==> src/rtl/qfs_pkg.sv <==
package qfs_pkg;
  localparam int WORD_W       = 32;
  localparam int OPCODE_W     = 8;
  localparam int ADDR_SHORT_W = 24;
  localparam int IO_W         = 4;
  localparam int BYTE_W       = 8;

  typedef enum logic [1:0] {
    LANE_SINGLE = 2'd0,
    LANE_DUAL   = 2'd1,
    LANE_QUAD   = 2'd2
  } qfsLane_e;

  typedef enum logic [2:0] {
    ST_IDLE, ST_SETUP, ST_CMD, ST_ADDR, ST_MODE, ST_DATA, ST_HOLD, ST_DONE
  } qfsState_e;

  // strobes from sequencing control to the shift datapath
  typedef struct packed {
    logic     captureReq;
    logic     loadAddr;
    logic     shiftTx;
    logic     sampleRx;
    logic     driveTx;
    logic     driveMode;
    qfsLane_e lanes;
  } qfsStrobe_t;

  // codes 2 and 3 both select four lanes
  function automatic qfsLane_e normLane(input logic [1:0] code);
    return code[1] ? LANE_QUAD : qfsLane_e'(code);
  endfunction
endpackage

==> src/rtl/qfs_ctrl.sv <==
module qfs_ctrl
  import qfs_pkg::*;
#(
  parameter int TIME_W = 4,
  parameter int CLK_W  = 6
) (
  input  logic              clk,
  input  logic              rstN,
  input  logic              req,
  input  logic [1:0]        cfgCmdLanes,
  input  logic [1:0]        cfgAddrLanes,
  input  logic [1:0]        cfgDataLanes,
  input  logic              cfgAddr4B,
  input  logic              cfgSkipCmd,
  input  logic [TIME_W-1:0] cfgModeClks,
  input  logic [TIME_W-1:0] cfgSckHigh,
  input  logic [TIME_W-1:0] cfgSckLow,
  input  logic [TIME_W-1:0] cfgCsSetup,
  input  logic [TIME_W-1:0] cfgCsHold,
  output qfsStrobe_t        strobe,
  output logic              busy,
  output logic              rspValid,
  output logic              sck,
  output logic              csActive
);
  qfsState_e         state;
  logic [TIME_W-1:0] timeCnt;
  logic [CLK_W-1:0]  clkLeft;
  logic              sckReg;

  logic              activePh, atZero, riseNow, fallNow, lastClk;
  qfsState_e         firstPh, afterPh, nextPh;
  logic [CLK_W-1:0]  cmdClks, addrClks, modeClks, dataClks, nextClks;
  logic [TIME_W-1:0] highLoad, lowLoad;

  // a zero time count behaves as one system clock
  assign highLoad = (cfgSckHigh == '0) ? '0 : cfgSckHigh - 1'b1;
  assign lowLoad  = (cfgSckLow  == '0) ? '0 : cfgSckLow  - 1'b1;

  assign cmdClks  = CLK_W'(OPCODE_W >> int'(normLane(cfgCmdLanes)));
  assign addrClks = CLK_W'((cfgAddr4B ? WORD_W : ADDR_SHORT_W) >> int'(normLane(cfgAddrLanes)));
  assign modeClks = CLK_W'(cfgModeClks);
  assign dataClks = CLK_W'(WORD_W >> int'(normLane(cfgDataLanes)));

  assign activePh = (state == ST_CMD) || (state == ST_ADDR) ||
                    (state == ST_MODE) || (state == ST_DATA);
  assign atZero   = (timeCnt == '0);
  assign riseNow  = activePh && !sckReg && atZero;
  assign fallNow  = activePh && sckReg && atZero;
  assign lastClk  = (clkLeft == CLK_W'(1));

  assign firstPh = cfgSkipCmd ? ST_ADDR : ST_CMD;

  always_comb begin
    case (state)
      ST_CMD:  afterPh = ST_ADDR;
      ST_ADDR: afterPh = (cfgModeClks != '0) ? ST_MODE : ST_DATA;
      ST_MODE: afterPh = ST_DATA;
      default: afterPh = ST_HOLD;
    endcase
    nextPh = (state == ST_SETUP) ? firstPh : afterPh;
    case (nextPh)
      ST_CMD:  nextClks = cmdClks;
      ST_ADDR: nextClks = addrClks;
      ST_MODE: nextClks = modeClks;
      ST_DATA: nextClks = dataClks;
      default: nextClks = '0;
    endcase
  end

  always_ff @(posedge clk or negedge rstN) begin
    if (!rstN) begin
      state   <= ST_IDLE;
      timeCnt <= '0;
      clkLeft <= '0;
      sckReg  <= 1'b0;
    end else begin
      case (state)
        ST_IDLE: begin
          if (req) begin
            state   <= ST_SETUP;
            timeCnt <= cfgCsSetup;
          end
        end
        ST_SETUP: begin
          if (atZero) begin
            state   <= nextPh;
            clkLeft <= nextClks;
            timeCnt <= lowLoad;
          end else begin
            timeCnt <= timeCnt - 1'b1;
          end
        end
        ST_CMD, ST_ADDR, ST_MODE, ST_DATA: begin
          if (!atZero) begin
            timeCnt <= timeCnt - 1'b1;
          end else if (!sckReg) begin
            sckReg  <= 1'b1;
            timeCnt <= highLoad;
          end else begin
            sckReg <= 1'b0;
            if (lastClk) begin
              state <= nextPh;
              if (nextPh == ST_HOLD) begin
                timeCnt <= cfgCsHold;
              end else begin
                clkLeft <= nextClks;
                timeCnt <= lowLoad;
              end
            end else begin
              clkLeft <= clkLeft - 1'b1;
              timeCnt <= lowLoad;
            end
          end
        end
        ST_HOLD: begin
          if (atZero) state <= ST_DONE;
          else        timeCnt <= timeCnt - 1'b1;
        end
        default: state <= ST_IDLE;
      endcase
    end
  end

  always_comb begin
    strobe.captureReq = (state == ST_IDLE) && req;
    strobe.loadAddr   = ((state == ST_SETUP) && atZero && cfgSkipCmd) ||
                        ((state == ST_CMD) && fallNow && lastClk);
    strobe.shiftTx    = fallNow && !lastClk;
    strobe.sampleRx   = riseNow && (state == ST_DATA);
    strobe.driveTx    = (state == ST_CMD) || (state == ST_ADDR);
    strobe.driveMode  = (state == ST_MODE);
    case (state)
      ST_CMD:  strobe.lanes = normLane(cfgCmdLanes);
      ST_ADDR: strobe.lanes = normLane(cfgAddrLanes);
      ST_DATA: strobe.lanes = normLane(cfgDataLanes);
      default: strobe.lanes = LANE_SINGLE;
    endcase
  end

  assign busy     = (state != ST_IDLE);
  assign rspValid = (state == ST_DONE);
  assign csActive = (state != ST_IDLE) && (state != ST_DONE);
  assign sck      = sckReg;
endmodule

==> src/rtl/qfs_datapath.sv <==
module qfs_datapath
  import qfs_pkg::*;
(
  input  logic              clk,
  input  logic              rstN,
  input  qfsStrobe_t        strobe,
  input  logic [OPCODE_W-1:0] cfgOpcode,
  input  logic              cfgAddr4B,
  input  logic [IO_W-1:0]   cfgModeNibble,
  input  logic [WORD_W-1:0] reqAddr,
  input  logic [IO_W-1:0]   ioIn,
  output logic [IO_W-1:0]   ioOut,
  output logic [IO_W-1:0]   ioOe,
  output logic [WORD_W-1:0] rspData
);
  localparam int PAD_W     = WORD_W - ADDR_SHORT_W;
  localparam int OP_PAD_W  = WORD_W - OPCODE_W;
  localparam int BYTES     = WORD_W / BYTE_W;

  logic [WORD_W-1:0] addrHold;
  logic [WORD_W-1:0] txShift;
  logic [WORD_W-1:0] rxShift;

  always_ff @(posedge clk or negedge rstN) begin
    if (!rstN) begin
      addrHold <= '0;
      txShift  <= '0;
      rxShift  <= '0;
    end else begin
      if (strobe.captureReq) begin
        addrHold <= reqAddr;
        txShift  <= {cfgOpcode, {OP_PAD_W{1'b0}}};
        rxShift  <= '0;
      end else if (strobe.loadAddr) begin
        txShift <= cfgAddr4B ? addrHold : {addrHold[ADDR_SHORT_W-1:0], {PAD_W{1'b0}}};
      end else if (strobe.shiftTx) begin
        case (strobe.lanes)
          LANE_DUAL: txShift <= {txShift[WORD_W-3:0], 2'b00};
          LANE_QUAD: txShift <= {txShift[WORD_W-5:0], 4'b0000};
          default:   txShift <= {txShift[WORD_W-2:0], 1'b0};
        endcase
      end
      if (strobe.sampleRx) begin
        case (strobe.lanes)
          LANE_DUAL: rxShift <= {rxShift[WORD_W-3:0], ioIn[1:0]};
          LANE_QUAD: rxShift <= {rxShift[WORD_W-5:0], ioIn};
          default:   rxShift <= {rxShift[WORD_W-2:0], ioIn[1]};
        endcase
      end
    end
  end

  always_comb begin
    ioOut = '0;
    ioOe  = '0;
    if (strobe.driveMode) begin
      ioOut = cfgModeNibble;
      ioOe  = '1;
    end else if (strobe.driveTx) begin
      case (strobe.lanes)
        LANE_DUAL: begin ioOut = {2'b00, txShift[WORD_W-1 -: 2]}; ioOe = 4'b0011; end
        LANE_QUAD: begin ioOut = txShift[WORD_W-1 -: 4];          ioOe = 4'b1111; end
        default:   begin ioOut = {3'b000, txShift[WORD_W-1]};     ioOe = 4'b0001; end
      endcase
    end
  end

  // first byte received lands in the least significant byte
  for (genvar b = 0; b < BYTES; b++) begin : g_swap
    assign rspData[b*BYTE_W +: BYTE_W] = rxShift[WORD_W-(b+1)*BYTE_W +: BYTE_W];
  end
endmodule

==> src/rtl/qfs_fetch_engine.sv <==
module qfs_fetch_engine
  import qfs_pkg::*;
#(
  parameter int CS_COUNT = 4,
  parameter int TIME_W   = 4,
  localparam int CS_SEL_W = (CS_COUNT > 1) ? $clog2(CS_COUNT) : 1
) (
  input  logic                clk,
  input  logic                rstN,
  input  logic                req,
  input  logic [31:0]         reqAddr,
  output logic                busy,
  output logic                rspValid,
  output logic [31:0]         rspData,
  input  logic [7:0]          cfgOpcode,
  input  logic [1:0]          cfgCmdLanes,
  input  logic [1:0]          cfgAddrLanes,
  input  logic [1:0]          cfgDataLanes,
  input  logic                cfgAddr4B,
  input  logic                cfgSkipCmd,
  input  logic [TIME_W-1:0]   cfgModeClks,
  input  logic [3:0]          cfgModeNibble,
  input  logic [TIME_W-1:0]   cfgSckHigh,
  input  logic [TIME_W-1:0]   cfgSckLow,
  input  logic [TIME_W-1:0]   cfgCsSetup,
  input  logic [TIME_W-1:0]   cfgCsHold,
  input  logic                cfgCsActiveHigh,
  input  logic [CS_SEL_W-1:0] cfgCsSel,
  output logic                sck,
  output logic [CS_COUNT-1:0] csOut,
  output logic [3:0]          ioOut,
  output logic [3:0]          ioOe,
  input  logic [3:0]          ioIn
);
  qfsStrobe_t strobe;
  logic       csActive;

  qfs_ctrl #(.TIME_W(TIME_W), .CLK_W(6)) u_ctrl (
    .clk(clk), .rstN(rstN), .req(req),
    .cfgCmdLanes(cfgCmdLanes), .cfgAddrLanes(cfgAddrLanes), .cfgDataLanes(cfgDataLanes),
    .cfgAddr4B(cfgAddr4B), .cfgSkipCmd(cfgSkipCmd), .cfgModeClks(cfgModeClks),
    .cfgSckHigh(cfgSckHigh), .cfgSckLow(cfgSckLow),
    .cfgCsSetup(cfgCsSetup), .cfgCsHold(cfgCsHold),
    .strobe(strobe), .busy(busy), .rspValid(rspValid), .sck(sck), .csActive(csActive)
  );

  qfs_datapath u_datapath (
    .clk(clk), .rstN(rstN), .strobe(strobe),
    .cfgOpcode(cfgOpcode), .cfgAddr4B(cfgAddr4B), .cfgModeNibble(cfgModeNibble),
    .reqAddr(reqAddr), .ioIn(ioIn), .ioOut(ioOut), .ioOe(ioOe), .rspData(rspData)
  );

  for (genvar i = 0; i < CS_COUNT; i++) begin : g_cs
    assign csOut[i] = (csActive && (cfgCsSel == CS_SEL_W'(i))) ? cfgCsActiveHigh : !cfgCsActiveHigh;
  end
endmodule

==> config.mk <==
export PLATFORM = sky130hd
export DESIGN_NAME = qfs_fetch_engine
export DESIGN_NICKNAME = d
export VERILOG_FILES = /design/src/rtl/qfs_pkg.sv /design/src/rtl/qfs_ctrl.sv /design/src/rtl/qfs_datapath.sv /design/src/rtl/qfs_fetch_engine.sv
export SDC_FILE = /design/constraint.sdc
export NUM_CORES = 1
export LEC_CHECK = 0
export BUFFER_PORTS_ARGS = -buffer_cell sky130_fd_sc_hd__buf_4
export CORE_MARGIN = 2
export CORE_UTILIZATION = 40
export CTS_BUF_LIST = sky130_fd_sc_hd__clkbuf_4 sky130_fd_sc_hd__clkbuf_8 sky130_fd_sc_hd__clkbuf_16
export DETAILED_ROUTE_END_ITERATION = 6
export REMOVE_ABC_BUFFERS = 1
export SLEW_MARGIN = 20
export SYNTH_ARGS = -nofsm -noshare
export SYNTH_HDL_FRONTEND = slang
export SYNTH_SLANG_ARGS = --single-unit
==> constraint.sdc <==
create_clock -name clk -period 5.9 [get_ports clk]
set_input_delay 1.77 -clock clk [delete_from_list [all_inputs] [get_ports clk]]
set_output_delay 1.77 -clock clk [all_outputs]
set_load 0.005 [all_outputs]
# Yosys cells after proc, flatten, opt, wreduce, memory -nomap -nowiden
# Index checks and enable logic that the tools add are counted.
[classes] mux=52 reduce_logical=39 n_shift=3 n_eq_ne=27 addsub=4
[op_table] op="$mux W32" n=6
[op_table] op="$pmux W32 S2" n=2
[op_table] op="$mux W4" n=13
[op_table] op="$mux W6" n=6
[op_table] op="$shr A32 B2 Y6" n=1
[op_table] op="$pmux W6 S4" n=1
[op_table] op="$eq A3 B3 Y1 const B" n=7
[op_table] op="$mux W3" n=7
[op_table] op="$logic_and A1 B1 Y1" n=16
[op_table] op="$pmux W4 S2" n=2
[op_table] op="$pmux W4 S4" n=1
[op_table] op="$eq A3 B2 Y1 const B" n=4
[op_table] op="$logic_not A4 Y1" n=3
[op_table] op="$pmux W3 S4" n=1
[op_table] op="$pmux W6 S2" n=1
[op_table] op="$sub A4 B1 Y4 const B" n=3
[op_table] op="$ne A2 B1 Y1 const B" n=5
[op_table] op="$pmux W3 S3" n=1
[op_table] op="$reduce_bool A4 Y1" n=2
[op_table] op="$mux W1" n=7
[op_table] op="$eq A2 B2 Y1 const B" n=3
[op_table] op="$eq A6 B1 Y1 const B" n=1
[op_table] op="$mux W2" n=3
[op_table] op="$ne A3 B3 Y1 const B" n=2
[op_table] op="18 further kinds" n=27
[totals] reg_bits=110 output_inout_bits=47 inputBits=82 wordCells=132

# Logic depth before layout (Yosys ltp)
[logic_depth] ltp_word=11 ltp_mapped=15 mapped_depth_nobuf=11

# Hierarchy
# From an unflattened synthesis, not the netlist that was laid out.
[unflattened] cells_unflattened=822 hier_area_um2=7480.9
[modules_own_cells] mod="qfs_datapath" area_each_um2=5515.3 cells_per_inst=557 instances=1
[modules_own_cells] mod="qfs_ctrl" area_each_um2=1898.1 cells_per_inst=257 instances=1
[modules_own_cells] mod="qfs_fetch_engine" area_each_um2=67.6 cells_per_inst=8 instances=1

# Worst setup path after synthesis
# OpenSTA, ideal clock, no wires.
[synth_path] kind="input -> output" startpoint="input port cfgAddrLanes[1]" endpoint="output port ioOut[0]" t_arrival_ns=3.732 path_stages=12 slack_ns=0.398 cell_sequence="clkbuf_1 > inv_1 > nand2_1 > o21ai_0 > a32oi_1 > ha_1 > clkbuf_1 > clkbuf_1 > buf_1 > nor2_1 > a21oi_1 > o21ai_0"
[synth_via] elab_chain_len=6
[synth_lines] item="start, declared" line_no="qfs_fetch_engine.sv:17" rtl="input logic [1:0] cfgAddrLanes,"
[synth_lines] item="$mux W2 *" line_no="qfs_pkg.sv:31" rtl="return code[1] ? LANE_QUAD : qfsLane_e'(code);"
[synth_lines] item="$pmux W2 S3 *" line_no="qfs_ctrl.sv:133" rtl="case (state)"
[synth_lines] item="$eq A2 B2 Y1 / $eq A2 B1 Y1 (equally long branches)" line_no="qfs_datapath.sv:60" rtl="case (strobe.lanes)"
[synth_lines] item="$pmux W4 S2 *" line_no="qfs_datapath.sv:60"
[synth_lines] item="$mux W4 *" line_no="qfs_datapath.sv:59" rtl="end else if (strobe.driveTx) begin"
[synth_lines] item="$mux W4 *" line_no="qfs_datapath.sv:56" rtl="if (strobe.driveMode) begin"
[synth_lines] item="end, declared" line_no="qfs_fetch_engine.sv:31" rtl="output logic [3:0] ioOut,"
# Mark *: on every way between the ends. The rest lies on a longest branch, timed or not.

# Worst setup path after layout
# Ends and elaborated chain as after synthesis.

==> run summary <==
Total core area: 0.01802 mm^2
CP Launch Type: primary input
Status: finished clean
First-pass GRT wire length: 34770 um
CTS max path bufs: 2
Setup Crit Path Kind: in2out
Pre-CTS setup slack: 0.7599 ns
Shortest period the worst path allows: 5.148 ns
Initial Util: 40.85%
Area growth syn-to-layout: 17.67%
Hold_sp: u_datapath.addrHold[25]
PostCTS Resize Cnt: 0
Worst-Margin Slew: 0.9589 ns
Final setup violation count: 0
Synth Instances: 925
CTS Root Cell: clkbuf_16
Port-buffer cells: 128
WL/cell: 17.03 um
Slew margin rel.: 36.07%
Register area share after synthesis: 37.38%
PnR worst setup slack: 0.7518 ns
Peak supply drop: 0.1379 mV
Hold Crit Depth: 2
Vias in the first global route: 6531
Drt pass-1 iters: 5
CP arrival: 3.38 ns
Crit-path max FO: 7
Hold WC Path Type: reg2reg
DRC Markers: 0
Skew-Pair Late Insertion Delay: 0.36 ns
# Post-CTS Setup Buffers: 0
Period Utilization, post-route: 87.26%
Core Util, Final: 48.07%
DIE WIDTH: 139.7 um
Vias: 6912
Clock skew: 0.006745 ns
Layout cell share with drive strength beyond 1: 17.37%
I/O Pins: 129
Mean area per synthesized cell: 7.960 um^2
EDFF count, synth: 0
Ys async rst share: 100.0%
R2r worst-path depth: 8
H-tree depth: 3
Rows: 49
Clk slew on worst S/H paths: 0.07 ns
Pins Over Slew Limit: 0
Max Clk Rate: 0.1942 GHz
Setup TNS after final layout: 0 ns
Die height: 139.7 um
Synthesized area: 0.007363 mm^2
Setup crit start: cfgAddrLanes[1]
CTS hold repair buffers: 0
Leakage: 3.549 nW
Synth area leaders: dfrtp_1 37%, nand2_1 6.3%, a22oi_1 5.8%, nand3_1 4.7%, a211oi_1 4.6%
Vias per cell: 5.670
Top_reg_cell synth: dfrtp_1
HPWL Detailed: 13650 um
Area fraction of the dominant cell type after synthesis: 37.38%
GRT overflow: 0
Area leader, netlist: dfrtp_1
Post-synth top cells: 123 x nand2_1, 110 x dfrtp_1, 83 x nor2_1
Yosys reg bits: 110
Final wirelength: 20760 um
# diodes: 0
Critical path endpoint category: primary output
Largest net degree at the start of global routing: 103
Clk sink count: 110
Fin. Hold Viols: 0
CTS tree: done
Worst R2R Start: u_ctrl.state[1]
DR iter-0 viols: 446
Required time of the worst setup path: 4.13 ns
All-Layer GR Usage: 21.58%
RD Place Congestion: 0.8953
Count leader, synth: nand2_1
P per Cell Area: 226.7 mW/mm^2
Total CTS buffers: 9
Final ANT Viol Nets: 0
# nets final: 1079
Initial antenna violation count: 0
RSZ-0062 raised after global routing: no
Die area: 0.01951 mm^2
Maxcap violations: 0
Distinct cell type count of the synthesized netlist: 62
Yosys warns: 0
-- state kept, by name (all words and copies together) (netlist names) --
| signal | count |
|---|---|
| u_datapath.addrHold | 32 |
| u_ctrl.timeCnt | 4 |
| u_ctrl.sck | 1 |
| u_ctrl.state | 3 |
| u_ctrl.clkLeft | 6 |
| u_datapath.rxShift | 32 |
| u_datapath.txShift | 32 |
-- final timing paths --
kind,endpoint,slack [ns]
max reg2reg,u_datapath.txShift[29],2.28
min reg2reg,u_datapath.addrHold[25],0.48
min in group asynchronous,u_ctrl.state[2],1.37
max,ioOut[0],0.75
max in group asynchronous,u_datapath.rxShift[1],3.60
min,u_datapath.addrHold[25],0.48
-- metal layers --
layer / up-vias / GRT usage (%) / wire [um]
met5: - / 0 / 0
met3: 15 / 3.544 / 878
met1: 3274 / 31.27 / 9897
met2: 138 / 34.34 / 9719
met4: 0 / 4.263 / 260
li1: 3485 / - / -
-- through the flow --
stage | total power [mW] | area (um^2) | instances | hold slack [ns]
5_1_grt | 2.079 | 8665 | 1219 | 0.4951
3_5_place_dp | 1.311 | 8333 | 1203 | 0.4663
2_1_floorplan | 1.139 | 6982 | 836 | 0.4454
4_1_cts | 1.982 | 8655 | 1219 | 0.4843
3_3_place_gp | 1.306 | 8333 | 1203 | 0.4617
6_report | 1.964 | 8665 | 1219 | 0.4796
-- cells in the final DEF, fill, tap and decap left out, types with 6 or more instances in the layout --
master / netlist / final
o21ai_0: 57 / 56
ha_1: 12 / 10
nor2_1: 83 / 83
o21ai_1: 6 / 7
a221oi_1: 12 / 12
dfrtp_1: 110 / 110
nand2_1: 123 / 122
o31ai_1: 18 / 18
inv_1: 26 / 26
buf_4: 2 / 138
nand2b_1: 8 / 8
mux2i_1: 11 / 11
nand3_1: 69 / 69
nor2b_1: 31 / 31
nor3_1: 10 / 10
o32ai_1: 7 / 7
a211oi_1: 45 / 45
a21oi_1: 59 / 59
a31oi_1: 6 / 6
clkbuf_16: 0 / 9
a22oi_1: 57 / 57
-- power by group --
part / switching, mW / internal, mW / total [mW]
combinational: 0.220 / 0.187 / 0.407
clock: 0.294 / 0.373 / 0.667
sequential: 0.0782 / 0.812 / 0.891
total: 0.592 / 1.37 / 1.96
-- cell type report --
type | count | area [um^2]
fill | 1844 | 9360
multi-input combinational | 699 | 4167
sequential | 110 | 2753
inverter | 27 | 101.3
clock inverter | 3 | 47.55
tap | 229 | 286.5
timing repair buffer | 138 | 1036
clock buffer | 13 | 274.0
-- worst max-delay path: stages --
cell	delay, ns
buf_4	0.12
inv_1	0.06
nand2_1	0.10
o21ai_0	0.09
a32oi_1	0.34
inv_1	0.09
ha_2	0.21
a22oi_1	0.19
nor2_1	0.05
a21oi_1	0.11
o21ai_0	0.09
buf_4	0.15
-- logic make-up (layout without fill, tap and decap cells) --
logic type | Yosys count | count (layout) | synth area share [%]
AND/OR/NAND/NOR | 353 | 353 | 22.21
AO/OA/AOI/OAI | 312 | 312 | 28.90
buffers and inverters | 116 | 181 | 6.559
flip-flops | 110 | 110 | 37.38
multiplexers | 14 | 14 | 1.954
adder cells (fa/ha/maj) | 12 | 12 | 2.039
XOR/XNOR | 8 | 8 | 0.9515
(Power assumes the default switching activity.)
